$ cat src/rtl/crc_check_pkg.sv
// Shared definitions for the register write CRC checker.
// Assumes: one register write at most per clock.
package crc_check_pkg;

    // Class of a single register write, as seen by the checker
    typedef enum logic [1:0] {
        WK_IDLE  = 2'd0,   // no write this cycle
        WK_FOLD  = 2'd1,   // ordinary write, folded into the CRC
        WK_CHECK = 2'd2,   // expected value written to the check register
        WK_CLEAR = 2'd3    // reset-CRC command
    } wr_kind_t;

    localparam logic [31:0] CRC_POLY = 32'h1EDC6F41;

endpackage

$ cat src/rtl/crc_fold.sv
// Combinational parallel CRC step: folds IN_W message bits, LSB first,
// into a CRC_W-bit state. The result equals IN_W iterations of the
// shift-left serial form with polynomial POLY.
// Assumes: msg[0] is the first bit on the serial line.
module crc_fold #(
    parameter int          CRC_W = 32,
    parameter int          IN_W  = 37,
    parameter logic [CRC_W-1:0] POLY = crc_check_pkg::CRC_POLY
) (
    input  logic [CRC_W-1:0] crc_in,
    input  logic [IN_W-1:0]  msg,
    output logic [CRC_W-1:0] crc_out
);

    // Unrolled serial recurrence, one stage per message bit
    always_comb begin
        logic [CRC_W-1:0] st;
        logic             fb;
        st = crc_in;
        for (int i = 0; i < IN_W; i++) begin
            fb = st[CRC_W-1] ^ msg[i];
            st = {st[CRC_W-2:0], 1'b0} ^ (fb ? POLY : '0);
        end
        crc_out = st;
    end

endmodule

$ cat src/rtl/crc_wr_classify.sv
// Sorts each incoming register write into idle, fold, check or clear.
// Assumes: the check and command registers have distinct addresses.
module crc_wr_classify
    import crc_check_pkg::*;
#(
    parameter int                ADDR_W   = 5,
    parameter int                DATA_W   = 32,
    parameter logic [ADDR_W-1:0] CHK_ADDR = '0,
    parameter logic [ADDR_W-1:0] CMD_ADDR = ADDR_W'(4),
    parameter logic [DATA_W-1:0] CLR_CODE = DATA_W'(7)
) (
    input  logic              stb,
    input  logic [ADDR_W-1:0] addr,
    input  logic [DATA_W-1:0] data,
    output wr_kind_t          kind
);

    // Decode the write class from the address and, for commands, the data
    always_comb begin
        if (!stb)
            kind = WK_IDLE;
        else if (addr == CHK_ADDR)
            kind = WK_CHECK;
        else if (addr == CMD_ADDR && data == CLR_CODE)
            kind = WK_CLEAR;
        else
            kind = WK_FOLD;
    end

endmodule

$ cat src/rtl/crc_check.sv
// Register write CRC checker. Folds every ordinary register write
// (address then data) into a running CRC. It compares writes to the check
// register against that value and latches a sticky error on a mismatch.
// A reset-CRC command clears the running value.
// Assumes: writes arrive as single-cycle strobes; reset is synchronous.
module crc_check
    import crc_check_pkg::*;
#(
    parameter int                ADDR_W   = 5,
    parameter int                DATA_W   = 32,
    parameter logic [ADDR_W-1:0] CHK_ADDR = '0,
    parameter logic [ADDR_W-1:0] CMD_ADDR = ADDR_W'(4),
    parameter logic [DATA_W-1:0] CLR_CODE = DATA_W'(7)
) (
    input  logic              clk,
    input  logic              rst_n,
    input  logic              wr_stb,
    input  logic [ADDR_W-1:0] wr_addr,
    input  logic [DATA_W-1:0] wr_data,
    output logic [31:0]       crc_now,
    output logic              crc_err
);

    localparam int CRC_W = 32;
    localparam int MSG_W = ADDR_W + DATA_W;

    wr_kind_t         kind;
    logic [CRC_W-1:0] crc_q;
    logic [CRC_W-1:0] crc_folded;
    logic             err_q;
    logic             match;

    crc_wr_classify #(
        .ADDR_W  (ADDR_W),
        .DATA_W  (DATA_W),
        .CHK_ADDR(CHK_ADDR),
        .CMD_ADDR(CMD_ADDR),
        .CLR_CODE(CLR_CODE)
    ) u_classify (
        .stb (wr_stb),
        .addr(wr_addr),
        .data(wr_data),
        .kind(kind)
    );

    crc_fold #(
        .CRC_W(CRC_W),
        .IN_W (MSG_W),
        .POLY (CRC_POLY)
    ) u_fold (
        .crc_in (crc_q),
        .msg    ({wr_data, wr_addr}),
        .crc_out(crc_folded)
    );

    // Compare the expected value against the running CRC
    always_comb match = (CRC_W'(wr_data) == crc_q);

    // Running CRC register: fold, clear, or zero after a good check
    always_ff @(posedge clk) begin
        if (!rst_n)
            crc_q <= '0;
        else begin
            case (kind)
                WK_FOLD:  crc_q <= crc_folded;
                WK_CLEAR: crc_q <= '0;
                WK_CHECK: if (match) crc_q <= '0;
                default:  crc_q <= crc_q;
            endcase
        end
    end

    // Sticky mismatch flag, cleared only by reset
    always_ff @(posedge clk) begin
        if (!rst_n)
            err_q <= 1'b0;
        else if (kind == WK_CHECK && !match)
            err_q <= 1'b1;
    end

    assign crc_now = crc_q;
    assign crc_err = err_q;

endmodule

$ cat config.mk
export PLATFORM = sky130hd
export DESIGN_NAME = crc_check
export DESIGN_NICKNAME = d
export VERILOG_FILES = /design/src/rtl/crc_check_pkg.sv /design/src/rtl/crc_fold.sv /design/src/rtl/crc_wr_classify.sv /design/src/rtl/crc_check.sv
export SDC_FILE = /design/constraint.sdc
export NUM_CORES = 1
export LEC_CHECK = 0
export BUFFER_PORTS_ARGS = -buffer_cell sky130_fd_sc_hd__buf_4
export CAP_MARGIN = 10
export CORE_ASPECT_RATIO = 1.1
export CORE_MARGIN = 5
export CORE_UTILIZATION = 32
export CTS_BUF_LIST = sky130_fd_sc_hd__clkbuf_16
export CTS_CLUSTER_DIAMETER = 60
export DETAILED_ROUTE_END_ITERATION = 16
export SYNTH_ARGS = -nofsm -noshare
export SYNTH_HDL_FRONTEND = slang
export SYNTH_HIERARCHICAL = 1
export SYNTH_SLANG_ARGS = --single-unit
$ cat constraint.sdc
create_clock -name clk -period 7.9 [get_ports clk]
set_clock_uncertainty 0.1 [all_clocks]
set_input_delay 1.975 -clock clk [delete_from_list [all_inputs] [get_ports clk]]
set_output_delay 1.975 -clock clk [all_outputs]
set_load 0.02 [all_outputs]
==> out/metrics.csv, run 1 <==
metric,value,unit
status,"complete, no violations",
cts.repair.resized,0,
path_class,input port to flip-flop,
dp_hpwl,17500,um
drive_gt1_share,29.46,%
antenna_cells,0,
syn_inst,518,
period_share,94.86,%
grt_overflow,0,
synth.distinct_cells,29,
slew_headroom,54.60,%
synth_warnings,6,
hp-class,flip-flop to flip-flop,
ys_ff_latch,33,
grtUsageTotal,17.03,%
period_needed,7.494,ns
clk-insertion-delay-late,0.27,ns
synth_compound_area_share,5.326,%
detail-route-antenna-nets,0,
synth_top_area_share,31.51,%
multi_input_area,5813,sq um
cp-end-kind,flip-flop,
maxCapViolations,0,
async_flop_share,0,%
setup_viol,0,
die_w,146.2,um
ys_seq_area_share,10.11,%
fill_cells,1908,
final_hold_viol_count,0,
rows,54,
drt_iter0_drc,330,
cts_made_buffers,5,
syn_area_per_cell,12.61,sq um
synth_area_leaders,"xnor2_1 32%, xnor3_1 26%, dfxtp_1 10%",
wl_per_cell,23.27,um
dieHeight,159.8,um
synthAdderAreaFrac,0,%
die_area,23370,sq um
dr.pass1.iters,5,
hold_path_depth,1,
cp-start-kind,input port,
synth_mux_area_share,0,%
fmax,133.4,MHz
final_util,39.02,%
synth.net_count,558,
initial_utilization,32.77,%
antenna_found_initial,0,
grt_max_degree,33,
nets,667,
dp_slack,0.1164,ns
dr_total_vias,4322,
fin_ws,0.4063,ns
gp_congestion,0.9659,
drc,0,
setup_tns,0,ns
cts_hold_repair.buffers,0,
critPathMaxFanout,8,
synthSimpleGateAreaFrac,2.816,%
syn_to_final_growth,19.08,%
worst_r2r_path_depth,13,
clock-root-buffer,clkbuf_16,
yosys.area.top_type,xnor2_1,
syn_area,6531,sq um
crit_required,7.97,ns
synth_top_family_by_area,XOR/XNOR gates,
clock-sinks,33,
clk_pin_slew,0.05,ns
cts_buffer_depth,2,
core_region_area,19930,sq um
ys.flop_type,dfxtp_1,
htreeDepth,2,
synth_edf_count,0,
io_pins,73,
numPortBuffers,72,
grt_pass1_wl,30310,um
finalWirelength,20480,um
synth_xor_area_share,80.82,%
cts_tree,yes,
rsz0062_at_grt,no,
avgViaCountPerCell,4.911,
tightest_slew,0.6787,ns
seqCellArea,660.6,sq um
cp.arrival,7.56,ns
slew_violations,0,
grt_pass1_vias,4622,
postCtsSetupBuffers,0,
==> per-layer routing <==
layer  global-route usage (%)  vias up  share of wire, %
met2                    29.27      118                49
met1                    23.45     2190                44
met5                        0        -                 0
li1                         -     1992                 -
met4                    3.422        0               2.0
met3                    1.616       22               4.1
==> metrics by stage <==
step | std cells | instance area (sq um) | hold WS, ns
4_1_cts | 880 | 7777 | 0.4154
3_3_place_gp | 872 | 7615 | 0.3889
6_report | 880 | 7777 | 0.4213
2_1_floorplan | 518 | 6531 | 0.5103
3_5_place_dp | 872 | 7615 | 0.3966
5_1_grt | 880 | 7777 | 0.4375
==> sequential cells by signal (all words and copies together) (netlist names) <==
signal	count
crc_err	1
crc_now	32
==> cells in the final DEF, fill, tap and decap left out, types with 4 or more instances in the layout <==
cell,n
xnor2_1,235
buf_4,109
xnor3_1,74
xor2_1,55
dfxtp_1,33
a22o_2,27
xnor2_2,14
xor3_1,12
nand4_1,10
xnor2_4,9
nor4_1,7
a22o_1,6
clkbuf_16,5
xnor3_2,5
xor2_2,4
xor3_2,4
==> kinds of logic (layout without fill, tap and decap cells) <==
logic type                Yosys count  after routing
buffers and inverters               9            119
and+or+nand+nor                    27             27
DFF                                33             33
AOI/OAI and AO/OA                  36             36
xor gates and xnor gates          413            413
==> worst paths after layout <==
check	to	slack (ns)	start
hold / removal	crc_err	0.42	crc_err
hold reg to reg	crc_err	0.42	crc_err
setup / recovery	crc_now[25]	0.41	wr_addr[1]
setup reg to reg	crc_now[25]	1.62	crc_now[30]
==> final cells by class <==
type	instances	share of cell area, %
Clock buffer	5	1.609
Clock inverter	3	0.4826
Inverter	2	0.09653
Multi-Input combinational cell	476	74.74
Sequential cell	33	8.494
Tap cell	252	4.054
Timing Repair Buffer	109	10.52
==> worst max-delay path, cell delays in order <==
cell,delay [ns]
buf_4,0.14
xor2_2,0.34
xnor3_1,0.52
xor3_2,0.51
xnor2_4,0.44
xnor2_2,0.23
xnor3_2,0.57
xnor3_1,0.46
xnor3_1,0.42
xnor3_1,0.53
xnor3_2,0.46
xor2_2,0.27
xnor3_1,0.43
a22o_2,0.24
==> cells in the mapped netlist, drive strengths merged (2+ instances only) <==
| master | number |
|---|---|
| xnor3 | 79 |
| dfxtp | 33 |
| nand4 | 10 |
| xor2 | 60 |
| buf | 4 |
| xnor2 | 258 |
| xor3 | 16 |
| nor2 | 3 |
| nor4 | 9 |
| a22o | 33 |
| clkbuf | 3 |
| inv | 2 |
Power of run 1 is left out: the tool's default activity adds up to more than one toggle a clock period on the data nets, which glitch-free logic cannot reach.
==> run 2, diff against run 1 <==
CTS_BUF_LIST = not set   (was sky130_fd_sc_hd__clkbuf_16)
clock period = 6.7 ns   (was 7.9 ns; I/O delays follow)
==> out/metrics.csv, run 2 (same netlist as run 1, synthesis figures left out) <==
metric,value,unit
drc,0,
numPortBuffers,72,
setup_tns,0,ns
clock-sinks,33,
cp_slowest_cell,xnor3_1,
mostFrequentLayoutCell,xnor2_1,
antenna_cells,0,
path_cells,buf_4 > xnor2_2 > xnor3_1 > xnor3_1 > xor3_2 > xor2_2 > buf_4 > xnor2_2 > xnor3_1 > xnor3_1 > xnor3_2 > xnor3_2 > xor2_2 > xnor3_1 > a22o_2,
wl_per_cell,22.74,um
maxCapViolations,0,
grt_max_degree,33,
drt_iter0_drc,339,
cp_common_cell,xnor3_1,
status,"complete, no violations",
final_cell_mix,"226 x xnor2_1, 205 x buf_4, 66 x xnor3_1, 52 x xor2_1, 33 x dfxtp_1",
core_region_area,19930,sq um
detail-route-antenna-nets,0,
crit_start,wr_addr[2],
syn_to_final_growth,32.66,%
rrSetupSlack,1.08,ns
finalWirelength,22220,um
setup_viol,0,
cp.arrival,6.60,ns
final_area,8665,sq um
fmax,153.3,MHz
slew_violations,0,
io_pins,73,
dp_hpwl,19260,um
nets,764,
crit_family,XOR/XNOR gates,
reg2reg_from,crc_now[30],
slew_headroom,59.79,%
period_share,97.38,%
rsz0062_at_grt,no,
grt_pass1_wl,33030,um
critPathMaxFanout,4,
fill_cells,1856,
largest_reg_flops,32,
cts_made_buffers,5,
clk-insertion-delay-late,0.28,ns
rr_endpoint,crc_now[23],
avgViaCountPerCell,4.757,
grt_pass1_vias,5184,
antenna_found_initial,0,
hp-class,flip-flop to flip-flop,
cts_hold_repair.buffers,0,
final_hold_viol_count,0,
cp-end-kind,flip-flop,
clock-root-buffer,clkbuf_16,
worst_r2r_path_depth,15,
cp-start-kind,input port,
slowest_delay,0.53,ns
period_needed,6.524,ns
crit_cells,15,
die_area,23370,sq um
initial_utilization,32.77,%
path_class,input port to flip-flop,
crit_required,6.77,ns
drive_gt1_share,42.34,%
dr.pass1.iters,5,
grt_overflow,0,
hold_ws,0.4054,ns
cts_tree,yes,
crit_end,crc_now[25],
grtUsageTotal,18.67,%
dr_total_vias,4648,
cts_buffer_depth,2,
dieHeight,159.8,um
clk_pin_slew,0.06,ns
gp_congestion,1.001,
place_area,8448,sq um
critPathBufInv,2,
die_w,146.2,um
tightest_slew,0.5989,ns
rows,54,
htreeDepth,2,
## run 2: how the worst min path moves through the flow
stage                       start      end  slack, ns  cells past startpoint
after floorplan           crc_err  crc_err       0.51                      1
after global placement    crc_err  crc_err       0.40                      1
after detailed placement  crc_err  crc_err       0.38                      1
after CTS                 crc_err  crc_err       0.40                      1
after global routing      crc_err  crc_err       0.42                      1
final                     crc_err  crc_err       0.41                      1
## run 2: per-layer routing
layer / global-route usage, % / up-vias / wire length [um]
met5: 0 / - / 0
met4: 5.902 / 0 / 707
met3: 1.474 / 38 / 648
met2: 32.26 / 116 / 11030
met1: 24.84 / 2319 / 9837
li1: - / 2175 / -
## run 2: repair_timing
| action | CTS | global route |
|---|---|---|
| setup buffers | 0 | 0 |
| endpoints found under the setup margin | 1 | 4 |
| hold endpoints to repair | 0 | 0 |
| resized for setup | 1 | 5 |
## run 2: per-stage QoR
step | instances | utilization, % | worst slack (ns)
global placement | 969 | 42.39 | -0.1608
detailed placement | 969 | 42.39 | -0.2766
finish | 977 | 43.47 | 0.1756
floorplan | 518 | - | 0.01182
CTS | 977 | 43.28 | 0.0005600
global route | 977 | 43.47 | 0.001699
## run 2: area by class of cell
type,count,area (sq um),share of cell area [%]
inverter,2,7.507,0.08664
clock inverter,3,46.29,0.5343
tap,252,315.3,3.639
sequential,33,660.6,7.625
clock buffer,5,125.1,1.444
timing repair buffer,206,1559,17.99
multi-input combinational,476,5951,68.68
Power of run 2 is left out for the same reason.
